[src/rtl/cwf_pkg.sv]
package cwf_pkg;
    typedef enum logic {
        FILL_IDLE = 1'b0,
        FILL_RUN  = 1'b1
    } fill_st_e;
endpackage

[src/rtl/cwf_bus_seq.sv]
// Issues the eight reads of a line in wrap order and tracks the returns.
module cwf_bus_seq #(
    parameter int OFF_W   = 3,
    parameter int LINE_AW = 26,
    localparam int BEATS  = 1 << OFF_W,
    localparam int CNT_W  = OFF_W + 1
) (
    input  logic                     clk,
    input  logic                     rst_n,
    input  logic                     start,
    input  logic [LINE_AW-1:0]       start_line,
    input  logic [OFF_W-1:0]         start_off,
    input  logic                     wb_stall,
    input  logic                     wb_ack,
    input  logic                     wb_err,
    output logic                     wb_cyc,
    output logic                     wb_stb,
    output logic [LINE_AW+OFF_W-1:0] wb_adr,
    output logic                     beat_valid,
    output logic [OFF_W-1:0]         beat_off,
    output logic                     beat_last,
    output logic                     bus_err
);
    typedef struct packed {
        logic               cyc;
        logic               stb;
        logic [LINE_AW-1:0] line;
        logic [OFF_W-1:0]   iss_off;
        logic [CNT_W-1:0]   iss_cnt;
        logic [OFF_W-1:0]   ret_off;
        logic [CNT_W-1:0]   ret_cnt;
    } seq_t;

    seq_t seq_d, seq_q;

    assign wb_cyc     = seq_q.cyc;
    assign wb_stb     = seq_q.stb;
    assign wb_adr     = {seq_q.line, seq_q.iss_off};
    assign bus_err    = seq_q.cyc & wb_err;
    assign beat_valid = seq_q.cyc & wb_ack & ~wb_err;
    assign beat_off   = seq_q.ret_off;
    assign beat_last  = beat_valid && (seq_q.ret_cnt == CNT_W'(BEATS - 1));

    always_comb begin
        seq_d = seq_q;
        if (start) begin
            seq_d.cyc     = 1'b1;
            seq_d.stb     = 1'b1;
            seq_d.line    = start_line;
            seq_d.iss_off = start_off;
            seq_d.ret_off = start_off;
            seq_d.iss_cnt = '0;
            seq_d.ret_cnt = '0;
        end else if (seq_q.cyc) begin
            if (seq_q.stb && !wb_stall) begin
                seq_d.iss_off = seq_q.iss_off + 1'b1;
                seq_d.iss_cnt = seq_q.iss_cnt + 1'b1;
                if (seq_q.iss_cnt == CNT_W'(BEATS - 1)) begin
                    seq_d.stb = 1'b0;
                end
            end
            if (beat_valid) begin
                seq_d.ret_off = seq_q.ret_off + 1'b1;
                seq_d.ret_cnt = seq_q.ret_cnt + 1'b1;
            end
            if (beat_last || bus_err) begin
                seq_d.cyc = 1'b0;
                seq_d.stb = 1'b0;
            end
        end
    end

    always_ff @(posedge clk or negedge rst_n) begin
        if (!rst_n) begin
            seq_q <= '0;
        end else begin
            seq_q <= seq_d;
        end
    end
endmodule

[src/rtl/cwf_line_buf.sv]
// One slot per dword of the line being refilled: arrival bit plus a data copy.
module cwf_line_buf #(
    parameter int DATA_W = 64,
    parameter int OFF_W  = 3,
    localparam int SLOTS = 1 << OFF_W
) (
    input  logic              clk,
    input  logic              rst_n,
    input  logic              clear,
    input  logic              wr_en,
    input  logic [OFF_W-1:0]  wr_off,
    input  logic [DATA_W-1:0] wr_data,
    input  logic [OFF_W-1:0]  rd_off,
    output logic              rd_hit,
    output logic [DATA_W-1:0] rd_data
);
    logic [SLOTS-1:0]             have_vec;
    logic [SLOTS-1:0][DATA_W-1:0] word_vec;

    for (genvar s = 0; s < SLOTS; s++) begin : g_slot
        logic              have_d, have_q;
        logic [DATA_W-1:0] word_d, word_q;

        always_comb begin
            have_d = have_q;
            word_d = word_q;
            if (clear) begin
                have_d = 1'b0;
            end else if (wr_en && (wr_off == OFF_W'(s))) begin
                have_d = 1'b1;
                word_d = wr_data;
            end
        end

        always_ff @(posedge clk or negedge rst_n) begin
            if (!rst_n) begin
                have_q <= 1'b0;
                word_q <= '0;
            end else begin
                have_q <= have_d;
                word_q <= word_d;
            end
        end

        assign have_vec[s] = have_q;
        assign word_vec[s] = word_q;
    end

    assign rd_hit  = have_vec[rd_off];
    assign rd_data = word_vec[rd_off];
endmodule

[src/rtl/cwf_refill.sv]
module cwf_refill
    import cwf_pkg::*;
#(
    parameter int ADDR_W      = 32,
    parameter int DATA_W      = 64,
    parameter int LINE_DWORDS = 8,
    parameter int SETS        = 64,
    parameter int WAYS        = 4,
    localparam int BYTE_W  = $clog2(DATA_W / 8),
    localparam int OFF_W   = $clog2(LINE_DWORDS),
    localparam int IDX_W   = $clog2(SETS),
    localparam int WAY_W   = $clog2(WAYS),
    localparam int WADR_W  = ADDR_W - BYTE_W,
    localparam int LINE_AW = WADR_W - OFF_W,
    localparam int TAG_W   = LINE_AW - IDX_W,
    localparam int ROW_W   = IDX_W + OFF_W
) (
    input  logic              clk,
    input  logic              rst_n,
    input  logic              ld_valid,
    input  logic [WADR_W-1:0] ld_adr,
    input  logic [WAY_W-1:0]  ld_way,
    output logic              ld_ready,
    output logic              ld_done,
    output logic              ld_err,
    output logic [DATA_W-1:0] ld_data,
    output logic              wb_cyc,
    output logic              wb_stb,
    output logic [WADR_W-1:0] wb_adr,
    input  logic              wb_stall,
    input  logic              wb_ack,
    input  logic              wb_err,
    input  logic [DATA_W-1:0] wb_dat_i,
    output logic              ram_we,
    output logic [WAY_W-1:0]  ram_way,
    output logic [ROW_W-1:0]  ram_row,
    output logic [DATA_W-1:0] ram_wdata,
    output logic              tag_we,
    output logic [WAY_W-1:0]  tag_way,
    output logic [IDX_W-1:0]  tag_index,
    output logic [TAG_W-1:0]  tag_value,
    output logic              tag_valid
);
    typedef struct packed {
        fill_st_e           st;
        logic [LINE_AW-1:0] line;
        logic [WAY_W-1:0]   way;
        logic               pend;
        logic [OFF_W-1:0]   pend_off;
        logic               done;
        logic               err;
        logic [DATA_W-1:0]  data;
        logic               ram_we;
        logic [OFF_W-1:0]   ram_off;
        logic [DATA_W-1:0]  ram_data;
        logic               tag_we;
        logic               tag_ok;
    } ctl_t;

    ctl_t ctl_d, ctl_q;

    logic [LINE_AW-1:0] req_line;
    logic [OFF_W-1:0]   req_off;
    logic               same_line, accept, start;
    logic               beat_valid, beat_last, bus_err;
    logic [OFF_W-1:0]   beat_off;
    logic               buf_hit;
    logic [DATA_W-1:0]  buf_data;

    assign req_line  = ld_adr[WADR_W-1:OFF_W];
    assign req_off   = ld_adr[OFF_W-1:0];
    assign same_line = (req_line == ctl_q.line);
    assign ld_ready  = (ctl_q.st == FILL_IDLE) || (!ctl_q.pend && same_line && !bus_err);
    assign accept    = ld_valid & ld_ready;
    assign start     = accept && (ctl_q.st == FILL_IDLE);

    cwf_bus_seq #(
        .OFF_W  (OFF_W),
        .LINE_AW(LINE_AW)
    ) u_seq (
        .clk       (clk),
        .rst_n     (rst_n),
        .start     (start),
        .start_line(req_line),
        .start_off (req_off),
        .wb_stall  (wb_stall),
        .wb_ack    (wb_ack),
        .wb_err    (wb_err),
        .wb_cyc    (wb_cyc),
        .wb_stb    (wb_stb),
        .wb_adr    (wb_adr),
        .beat_valid(beat_valid),
        .beat_off  (beat_off),
        .beat_last (beat_last),
        .bus_err   (bus_err)
    );

    cwf_line_buf #(
        .DATA_W(DATA_W),
        .OFF_W (OFF_W)
    ) u_buf (
        .clk    (clk),
        .rst_n  (rst_n),
        .clear  (start),
        .wr_en  (beat_valid),
        .wr_off (beat_off),
        .wr_data(wb_dat_i),
        .rd_off (req_off),
        .rd_hit (buf_hit),
        .rd_data(buf_data)
    );

    always_comb begin
        ctl_d        = ctl_q;
        ctl_d.done   = 1'b0;
        ctl_d.err    = 1'b0;
        ctl_d.ram_we = 1'b0;
        ctl_d.tag_we = 1'b0;
        case (ctl_q.st)
            FILL_IDLE: begin
                if (accept) begin
                    ctl_d.st       = FILL_RUN;
                    ctl_d.line     = req_line;
                    ctl_d.way      = ld_way;
                    ctl_d.pend     = 1'b1;
                    ctl_d.pend_off = req_off;
                end
            end
            default: begin
                if (beat_valid) begin
                    ctl_d.ram_we   = 1'b1;
                    ctl_d.ram_off  = beat_off;
                    ctl_d.ram_data = wb_dat_i;
                    if (ctl_q.pend && (beat_off == ctl_q.pend_off)) begin
                        ctl_d.done = 1'b1;
                        ctl_d.data = wb_dat_i;
                        ctl_d.pend = 1'b0;
                    end
                end
                // A same-line load joins the refill; accept implies no load waits.
                if (accept) begin
                    if (beat_valid && (beat_off == req_off)) begin
                        ctl_d.done = 1'b1;
                        ctl_d.data = wb_dat_i;
                    end else if (buf_hit) begin
                        ctl_d.done = 1'b1;
                        ctl_d.data = buf_data;
                    end else begin
                        ctl_d.pend     = 1'b1;
                        ctl_d.pend_off = req_off;
                    end
                end
                if (bus_err) begin
                    ctl_d.st     = FILL_IDLE;
                    ctl_d.tag_we = 1'b1;
                    ctl_d.tag_ok = 1'b0;
                    if (ctl_q.pend) begin
                        ctl_d.done = 1'b1;
                        ctl_d.err  = 1'b1;
                        ctl_d.pend = 1'b0;
                    end
                end else if (beat_last) begin
                    ctl_d.st     = FILL_IDLE;
                    ctl_d.tag_we = 1'b1;
                    ctl_d.tag_ok = 1'b1;
                end
            end
        endcase
    end

    always_ff @(posedge clk or negedge rst_n) begin
        if (!rst_n) begin
            ctl_q <= '0;
        end else begin
            ctl_q <= ctl_d;
        end
    end

    assign ld_done   = ctl_q.done;
    assign ld_err    = ctl_q.err;
    assign ld_data   = ctl_q.data;
    assign ram_we    = ctl_q.ram_we;
    assign ram_way   = ctl_q.way;
    assign ram_row   = {ctl_q.line[IDX_W-1:0], ctl_q.ram_off};
    assign ram_wdata = ctl_q.ram_data;
    assign tag_we    = ctl_q.tag_we;
    assign tag_way   = ctl_q.way;
    assign tag_index = ctl_q.line[IDX_W-1:0];
    assign tag_value = ctl_q.line[LINE_AW-1:IDX_W];
    assign tag_valid = ctl_q.tag_ok;
endmodule

[config.mk]
export PLATFORM = sky130hd
export DESIGN_NAME = cwf_refill
export DESIGN_NICKNAME = d
export VERILOG_FILES = /design/src/rtl/cwf_pkg.sv /design/src/rtl/cwf_bus_seq.sv /design/src/rtl/cwf_line_buf.sv /design/src/rtl/cwf_refill.sv
export SDC_FILE = /design/constraint.sdc
export NUM_CORES = 1
export LEC_CHECK = 0
export ABC_CLOCK_PERIOD_IN_PS = 6100
export BUFFER_PORTS_ARGS = -buffer_cell sky130_fd_sc_hd__buf_2
export CORE_MARGIN = 1
export CORE_UTILIZATION = 60
export CTS_BUF_LIST = sky130_fd_sc_hd__clkbuf_4 sky130_fd_sc_hd__clkbuf_8
export DETAILED_ROUTE_END_ITERATION = 10
export PLACE_DENSITY = 0.87
export SYNTH_ARGS = -nofsm -noshare
export SYNTH_HDL_FRONTEND = slang
export SYNTH_SLANG_ARGS = --single-unit
[constraint.sdc]
create_clock -name clk -period 6.1 [get_ports clk]
set_input_delay 0.61 -clock clk [delete_from_list [all_inputs] [get_ports clk]]
set_output_delay 0.61 -clock clk [all_outputs]
set_load 0.005 [all_outputs]
; Word-level counts from Yosys, hierarchy flattened
; Cells that the tools add are included.
[totals]
output_inout_bits = 204
word_cells = 168
in_bits = 101
reg_bits = 731
[op_classes]
n_reduce_logical = 51
addsub = 4
n_lt_le_gt_ge = 1
n_eq_ne = 14
bitwise = 7
muxes = 55
[op_table]
columns = operator, count
row1 = 2-to-1 mux 64 bit, 5
row2 = binary-select mux 64 bit (select 3 bit), 1
row3 = 2-to-1 mux 136 bit, 1
row4 = 2-to-1 mux 132 bit, 1
row5 = 2-to-1 mux 33 bit, 1
row6 = 2-to-1 mux 1 bit, 30
row7 = 2-to-1 mux 14 bit, 2
row8 = == test 26 bit, 1
row9 = AND reduction 2 bit, 13
row10 = nonzero test 2 bit, 13
row11 = logical AND 1 bit, 15
row12 = 2-to-1 mux 2 bit, 7
row13 = 2-to-1 mux 7 bit, 2
row14 = "== test 3 bit, second input constant", 4
row15 = 2-to-1 mux 4 bit, 3
row16 = "adder 4 x 1 -> 4 bit, second input constant", 2
row17 = "== test 4 x 3 -> 1 bit, second input constant", 2
row18 = "adder 3 x 1 -> 3 bit, second input constant", 2
row19 = "== test 3 x 2 -> 1 bit, second input constant", 2
row20 = == test 3 bit, 2
row21 = AND reduction 3 bit, 2
row22 = nonzero test 3 bit, 2
row23 = 2-to-1 mux 5 bit, 1
row24 = AND 1 bit, 4
row25 = 8 further kinds, 14

; Depth between registers and ports, before layout
; Gate-level depths: netlist of run 1.
[depth]
ltp_word = 10
mapped_depth = 9
mapped_depth_nobuf = 6

; Hierarchy
; From an unflattened synthesis of run 1, not the netlist that was laid out.
[hier_totals]
cells_unflattened = 2694
area_unflattened_um2 = 36304.8
[by_module_without_submodules]
columns = mod, seq_area_each_um2, area_per_inst_um2, cells_per_inst, instances
row1 = cwf_line_buf, 13012.5, 23129.7, 1345, 1
row2 = cwf_refill, 4229.1, 11129.4, 1187, 1
row3 = cwf_bus_seq, 1051.0, 2045.7, 162, 1

; Least setup slack after synthesis of run 1
; Ideal clock, no wire load.
[synth_timing]
kind = input to register
startpoint = input port ld_adr[0]
endpoint = register ctl_q (netlist bit ld_data[40])
stages = 8
path_buffers = 3
path_slack_ns = 3.446
required_ns = 5.976
setup_time_ns = 0.124
arrival_ns = 2.530
cell_sequence = buf_2 > clkbuf_1 > buf_2 > mux4_2 > mux2i_1 > o21ai_0 > and2_1 > o31a_1
[synth_between]
elab_chain_cells = 5
word_cells_on_any_way = 9
cone_classes = 1 x eq/ne / 7 x mux / 1 x reduce/logical
[synth_lines]
columns = element, line_no
row1 = "start, declared", cwf_refill.sv:21  ; input logic [WADR_W-1:0] ld_adr,
row2 = binary-select mux 64 bit (select 3 bit) or binary-select mux 1 bit (select 3 bit) (tied branches), "cwf_line_buf.sv:50, cwf_line_buf.sv:49"
row3 = 2-to-1 mux 64 bit (implied by the code) or 2-to-1 mux 1 bit (tied branches), "cwf_line_buf.sv:50, cwf_line_buf.sv:49"
row4 = 2-to-1 mux 64 bit, cwf_refill.sv:145  ; end else if (buf_hit) begin
row5 = 2-to-1 mux 64 bit *, cwf_refill.sv:142  ; if (beat_valid && (beat_off == req_off)) begin
row6 = 2-to-1 mux 64 bit *, cwf_refill.sv:141  ; if (accept) begin
row7 = "end signal, assigned", cwf_refill.sv:175  ; ctl_q <= ctl_d;
row8 = "end, declared", cwf_refill.sv:60  ; ctl_t ctl_d, ctl_q;
; Every way passes the cells marked *; elsewhere a longest branch is shown, timed or not. The select of a mux whose other input is x is not followed.
; A chain may end at the register's enable or synchronous reset.

; Worst setup path in the final report of run 1
[layout_timing]
startpoint = register ctl_q[168] (netlist name)
endpoint = register ctl_q[138] (netlist name)
[layout_between]
elab_chain_cells = 4
word_cells_on_any_way = 7
cone_classes = 2 x eq/ne / 1 x mux / 2 x bitwise / 2 x reduce/logical
[layout_lines]
columns = element, line_no
row1 = NOT 1 bit (no line), --
row2 = logical OR 1 bit, cwf_refill.sv:73  ; assign ld_ready = (ctl_q.st == FILL_IDLE) || (!ctl_q.pend && same_line && !bus_err);
row3 = AND 1 bit, cwf_refill.sv:74  ; assign accept = ld_valid & ld_ready;
row4 = AND reduction 3 bit (no line), --
; Several ways; a longest one is shown, not always the timed one.

==> reports/results.tsv, run 1 <==
stage	metric	value	unit
clock_tree	TritonCTS buffer count	113	
timing	worst-margin pin slew	1.125	ns
logic_synthesis	Avg Synthesized Cell Area	13.18	sq um
clock_tree	CTS HTree Levels	3	
clock_tree	Max clock buf depth	3	
critical_path	CP max stage delay	0.76	ns
logic_synthesis	Post-Synthesis Cells	2623	
timing	Tcrit/Tclk final	58.65	%
global_routing	global-route wire length before repair	128800	um
timing	RSZ-0062 raised after global routing	false	
timing	clk_skew	0.03968	ns
route	DR vias	21300	
critical_path	crit-path max FO	83	
placement	DP Area	34970	sq um
clock_tree	Clock Root Buffer	clkbuf_8	
global_routing	initial antenna violation count	1	
critical_path	Worst Setup Start Kind	flop	
power_and_ir_drop	Pwr Density	255.9	nW/um^2
floorplanning	Chip Height	242.0	um
timing	fin. max-slew vios	0	
final_layout	Final nets	2754	
floorplanning	starting density of the core	61.07	%
clock_tree	Worst-path clk slew	0.06	ns
timing	setup violators final	0	
route	initial DRC count	1384	
global_routing	number of global-route vias before repair	23070	
power_and_ir_drop	maximum VDD drop	0.0001728	V
global_routing	largest net degree at the start of global routing	178	
min_path	Hold Path End	tag_value[8]	
logic_synthesis	post-synthesis compound-gate area fraction	4.245	%
clock_tree	clock latency on the worst-skew pair	0.70	ns
placement	GP Congestion	0.9140	
critical_path	reg2reg path depth	8	
route	final WL	80170	um
timing	Max-slew headroom	25.02	%
job	Max Cap Viol	0	
run_status	status	complete, no violations	
timing	max frequency	279.5	MHz
logic_synthesis	warnings from Yosys	0	
logic_synthesis	mux contribution to synthesized area	30.92	%
min_path	Hold Path Stages	3	
placement	post-detailed-placement half-perimeter wirelength	47200	um
clock_tree	CTS resizes	0	
route	DR WL/cell	22.97	um
logic_synthesis	Main synth FF type	dfrtp_1	
min_path	worst hold path type	input port to flop	
logic_synthesis	register area share after synthesis	51.03	%
logic_synthesis	Post-Synth Adder-Cell Area	0.3257	%
clock_tree	TritonCTS clock tree	built	
critical_path	R2R Path Start	ctl_q[168]	
logic_synthesis	Post-synth EDFFs	0	
critical_path	critical path, cell by cell	buf_4, inv_2, buf_4, nand2_1, o31ai_4, buf_4, nand2b_1, a311o_1	
logic_synthesis	Post-Syn Area	34570	sq um
timing	fin crit period	3.578	ns
critical_path	Crit path top cell by count	buf_4	
min_path	hold path start	ld_adr[17]	
logic_synthesis	Synth Net Count	2733	
logic_synthesis	Async SR Flop Fraction	100.0	%
critical_path	Req. time, crit path	6.68	ns
power_and_ir_drop	total leakage power	18.97	nW
final_layout	Layout area overhead	8.607	%
floorplanning	Die W	242.0	um
route	# DRC	0	
critical_path	CP max stage cell	buf_4	
route	via/cell ratio	6.102	
timing	hold slack final	0.1189	ns
final_layout	final instance area	37550	sq um
floorplanning	core area	56600	sq um
power_and_ir_drop	post-layout power	9.609	mW
floorplanning	FP Rows	87	
placement	I/O Buffers	304	
logic_synthesis	largest family of logic cells by synthesized area	multiplexers	
critical_path	Reg2Reg Setup Slack	2.52	ns
timing	final count of hold timing violations	0	
logic_synthesis	Seq cells post-synth	705	
route	Final ANT Viol Nets	0	
critical_path	kind of critical path	flop to flop	
logic_synthesis	distinct cell type count after synthesis	45	
logic_synthesis	Post-Synth XOR/XNOR Area	1.039	%
clock_tree	CTS sink count	705	
floorplanning	die area	58580	sq um
timing	setup tns final	0	ns
route	Pre-antenna DRT Iters	6	
logic_synthesis	synthesized-area fraction occupied by and/or/nand/nor cells	5.241	%
final_layout	layout cell share with drive strength beyond 1	48.52	%
floorplanning	IO Pins	305	
critical_path	Worst setup EP type	flop	
global_routing	GR Overflow Total	0	
global_routing	Total GRT Usage	27.83	%
critical_path	Worst EP arrival	4.16	ns
critical_path	R2R Path End	ctl_q[138]	
sequential cells by signal (all words and copies together) (netlist names), 3 cells and up:
signal,count
ctl_q,5
ld_data,64
ram_row,9
ram_wdata,64
tag_value,19
u_buf.g_slot.have_q,8
u_buf.g_slot.word_q,512
u_seq.beat_off,3
u_seq.seq_q,8
u_seq.wb_adr,4
worst max-delay path by stage:
| stage | start | end | slack [ns] | cells after the start |
|---|---|---|---|---|
| 4_1_cts | ctl_q[168] | ctl_q[138] | 2.57 | 8 |
| 3_5_place_dp | ld_adr[1] | ld_data[0] | 2.28 | 7 |
| 2_1_floorplan | ld_adr[0] | ld_data[40] | 3.45 | 8 |
| 5_1_grt | ctl_q[168] | ctl_q[138] | 2.41 | 8 |
| 3_3_place_gp | ld_adr[1] | ld_data[24] | 2.36 | 7 |
| 6_report | ctl_q[168] | ctl_q[138] | 2.52 | 8 |
layer usage:
metal  up-vias  routed length [um]  global-route usage [%]
met1     11220               32810                   35.99
met2       747               40270                   46.71
met4         0                2438                   10.26
met3       188                4645                   5.561
met5         -                   0                       0
li1       9139                   -                       -
cell families after synthesis:
kind of cell    Yosys count
buf+inv                 438
compound gates          231
xor+xnor                 41
simple gates            363
fa+ha+maj                 9
flops                   705
mux                     836
cells in the final DEF (no fill, tap or decap), drive strengths merged, types with 14 or more instances in the layout:
| master | synthesis | routed |
|---|---|---|
| dfrtp | 705 | 705 |
| mux2 | 576 | 576 |
| buf | 265 | 335 |
| nand2 | 182 | 182 |
| clkbuf | 166 | 177 |
| mux2i | 132 | 132 |
| mux4 | 128 | 128 |
| o21ai | 74 | 74 |
| a21oi | 73 | 73 |
| and2 | 68 | 68 |
| o31a | 65 | 65 |
| or2 | 64 | 64 |
| xnor2 | 22 | 22 |
| xor2 | 19 | 19 |
| clkinv | 0 | 19 |
| nor2 | 14 | 14 |
critical path: cells and delay by family (launching register included):
kind            cells  cell delay [ns]
compound gates      2             0.53
simple gates        2             0.50
buf+inv             4             1.98
flops               1             0.41
metrics by stage:
stage	instances	setup slack, ns	util [%]
6_report	3490	2.522	66.33
5_1_grt	3490	2.413	66.33
4_1_cts	3489	2.568	66.33
3_5_place_dp	3284	2.279	61.78
3_3_place_gp	3284	2.361	61.78
2_1_floorplan	2623	3.446	-
report_power, final:
group,internal [mW],switching [mW]
Combinational,0.114,0.296
Sequential,4.69,0.0175
Clock,2.61,1.88
synth_stat cells, drive strengths merged (6+ instances only):
| library cell | n | area [sq um] |
|---|---|---|
| xor2 | 19 | 166.4 |
| o21ai | 74 | 370.4 |
| mux4 | 128 | 2883 |
| mux2 | 576 | 6486 |
| xnor2 | 22 | 192.7 |
| clkbuf | 166 | 623.1 |
| buf | 265 | 1838 |
| nand4 | 7 | 43.79 |
| o31a | 65 | 569.3 |
| ha | 9 | 112.6 |
| or2 | 64 | 400.4 |
| and2 | 68 | 425.4 |
| a21oi | 73 | 365.4 |
| nor2 | 14 | 60.06 |
| dfrtp | 705 | 17640 |
| nand2 | 182 | 683.2 |
| mux2i | 132 | 1321 |
| nand3 | 6 | 30.03 |
| inv | 7 | 26.28 |
what timing repair did:
item,CTS,global route
hold buffers,1,0
hold endpoints to repair,84,0
setup buffers,0,0
final cells by class:
class,count,area [sq um]
Antenna cell,1,2.502
Fill cell,3871,19060
Tap cell,756,945.9
Inverter,7,26.28
Sequential cell,705,17640
Clock inverter,28,299.0
Multi-Input combinational cell,1480,14530
Clock buffer,176,2266
Timing Repair Buffer,337,1837
(Power assumes the default switching activity.)
==> run 2, diff against run 1 <==
- ABC_CLOCK_PERIOD_IN_PS: 6100 -> 2900
- CORE_UTILIZATION: 60 -> 56
- PLACE_DENSITY: 0.87 -> 0.86
- clock period: 6.1 -> 2.9 ns (I/O delays scaled with it)
==> reports/results.tsv, run 2 (synthesis results as in run 1) <==
stage	metric	value	unit	change
global_routing	GR Overflow Total	0		unchanged
critical_path	kind of critical path	flop to primary output		
critical_path	CP max stage delay	0.60	ns	-0.16 ns
timing	Tcrit/Tclk final	95.60	%	
final_layout	register with the most flip-flops	u_buf.g_slot.word_q		
timing	setup violators final	0		unchanged
critical_path	critical path, cell by cell	xnor2_1, nand4_1, or4_4, o31ai_1, buf_2		
clock_tree	TritonCTS buffer count	115		+1.8%
clock_tree	setup bufs post-CTS	0		unchanged
placement	I/O Buffers	304		unchanged
final_layout	fill cell count	4153		+7.3%
critical_path	Worst setup EP type	primary output		
placement	Placed Cells	3353		+2.1%
placement	DP Area	35690	sq um	+2.1%
final_layout	commonest non-fill, non-tap cell in the layout	dfrtp_1		
timing	Max-slew headroom	37.55	%	+13 points
route	Final ANT Viol Nets	0		unchanged
clock_tree	Max clock buf depth	3		unchanged
clock_tree	TritonCTS clock tree	built		
critical_path	R2R Path Start	tag_value[11]		
floorplanning	die area	62730	sq um	+7.1%
critical_path	R2R Path End	ld_data[61]		
critical_path	crit-path max FO	4		-95%
run_status	status	complete, no violations		
final_layout	most frequent cells in the layout	dfrtp_1, mux2_2, buf_2		
job	Max Cap Viol	0		unchanged
critical_path	Req. time, crit path	2.61	ns	-4.07 ns
global_routing	number of global-route vias before repair	23830		+3.3%
final_layout	area of the multi-input gates	14530	sq um	unchanged
min_path	Hold Path Stages	3		unchanged
critical_path	WP buf/inv	1		-3
global_routing	Total GRT Usage	27.30	%	-0.53 points
final_layout	# diodes	0		-1
timing	RSZ-0062 raised after global routing	false		
floorplanning	IO Pins	305		unchanged
placement	GP Congestion	0.8954		-2.0%
clock_tree	CTS sink count	705		unchanged
floorplanning	FP Rows	90		+3.4%
final_layout	Layout area overhead	14.00	%	
clock_tree	Worst-path clk slew	0.06	ns	about the same
floorplanning	starting density of the core	56.96	%	-4.1 points
timing	clk_skew	0.02939	ns	-0.01029 ns
route	# DRC	0		unchanged
final_layout	layout cell share with drive strength beyond 1	47.78	%	-0.74 points
floorplanning	Chip Height	250.5	um	+3.5%
clock_tree	CTS resizes	0		unchanged
route	via/cell ratio	5.982		-2.0%
floorplanning	core area	60700	sq um	+7.2%
critical_path	Worst EP arrival	2.48	ns	-1.68 ns
route	initial DRC count	1543		+11%
global_routing	largest net degree at the start of global routing	77		-57%
final_layout	final instance area	39410	sq um	+5.0%
placement	post-detailed-placement half-perimeter wirelength	51380	um	+8.9%
placement	worst slack at placement	0.2494	ns	-2.030 ns
final_layout	Sequential cell area	17640	sq um	unchanged
floorplanning	Die W	250.5	um	+3.5%
min_path	worst hold path type	input port to flop		
route	final WL	84410	um	+5.3%
min_path	Hold Path End	u_seq.wb_adr[2]		
clock_tree	CTS HTree Levels	3		unchanged
timing	max frequency	360.7	MHz	
critical_path	Reg2Reg Setup Slack	0.23	ns	-2.29 ns
critical_path	critical path's top delay family	simple AND/OR/NAND/NOR gates		
critical_path	CP max stage cell	or4_4		
clock_tree	clock latency on the worst-skew pair	0.71	ns	about the same
critical_path	reg2reg path depth	8		unchanged
route	DR WL/cell	23.05	um	+0.35%
route	DR vias	21910		+2.9%
min_path	hold path start	ld_adr[2]		
power_and_ir_drop	Pwr Density	535.2	nW/um^2	+110%
final_layout	non-filler cells, final	3662		+4.9%
power_and_ir_drop	maximum VDD drop	0.0003690	V	+110%
timing	worst-margin pin slew	0.9367	ns	-0.1880 ns
route	Pre-antenna DRT Iters	5		-1
global_routing	global-route wire length before repair	134100	um	+4.1%
final_layout	max FFs per register	512		unchanged
final_layout	Final nets	2896		+5.2%
critical_path	Worst Setup Start Kind	flop		
final_layout	fin util	64.93	%	-1.4 points
timing	fin. max-slew vios	0		unchanged
timing	setup tns final	0	ns	unchanged
timing	setup ws final	0.1277	ns	-2.395 ns
global_routing	initial antenna violation count	0		-1
power_and_ir_drop	total leakage power	19.79	nW	+4.3%
clock_tree	Clock Root Buffer	clkbuf_8		
timing	fin crit period	2.772	ns	
timing	final count of hold timing violations	0		unchanged
## run 2: cell count changes in the layout (fill, tap and decap cells not counted), sizes merged
| cell | previous run | this run |
|---|---|---|
| buf | 335 | 378 |
| bufinv | 6 | 14 |
| clkbuf | 177 | 172 |
| clkinv | 19 | 23 |
| diode | 1 | 0 |
| dlygate4sd3 | 1 | 98 |
## run 2: tightest hold or removal path, stage by stage
cell,delay [ns]
buf_4,0.19
nand2_1,0.16
o21ai_0,0.10
## run 2: worst max-delay path by stage
stage / from / to / cells after the start
CTS: tag_value[17] / ld_ready / 5
global route: ram_row[4] / ld_ready / 5
global placement: tag_value[11] / ld_data[45] / 8
finish: tag_value[11] / ld_ready / 5
floorplan: u_seq.beat_off[2] / ld_data[56] / 8
detailed placement: ram_row[4] / ld_data[61] / 8
## run 2: cell type report
cell class	count	share of cell area (%)
Tap cell	782	2.483
Timing Repair Buffer	477	8.864
Inverter	7	0.06667
Clock buffer	171	5.543
Multi-Input combinational cell	1480	36.86
Sequential cell	705	44.77
Clock inverter	40	1.419
## run 2: repair_timing
action | 4_1_cts | 5_1_grt
hold buffers | 98 | 0
endpoints found under the setup margin | 0 | 0
hold endpoints to repair | 627 | 0
## run 2: metrics by stage
stage               power [mW]  hold slack, ns
global placement         10.99          0.3367
global route             21.78         0.09250
floorplan                10.52       -0.005591
finish                   21.09         0.09274
detailed placement       11.02          0.3518
CTS                      21.26         0.02464
## run 2: power breakdown
part	total (mW)	internal [mW]	switching [mW]
Clock	10.1	6.07	4.08
Combinational	1.05	0.376	0.673
Sequential	9.89	9.86	0.0331
## run 2: layer usage
metal | global-route usage (%) | part of all wire [%] | vias to the layer above | routed length, um
li1 | - | - | 9439 | -
met1 | 36.08 | 42 | 11490 | 35400
met2 | 45.43 | 50 | 789 | 42410
met3 | 4.188 | 4.9 | 190 | 4169
met4 | 10.92 | 2.9 | 0 | 2435
met5 | 0 | 0 | - | 0
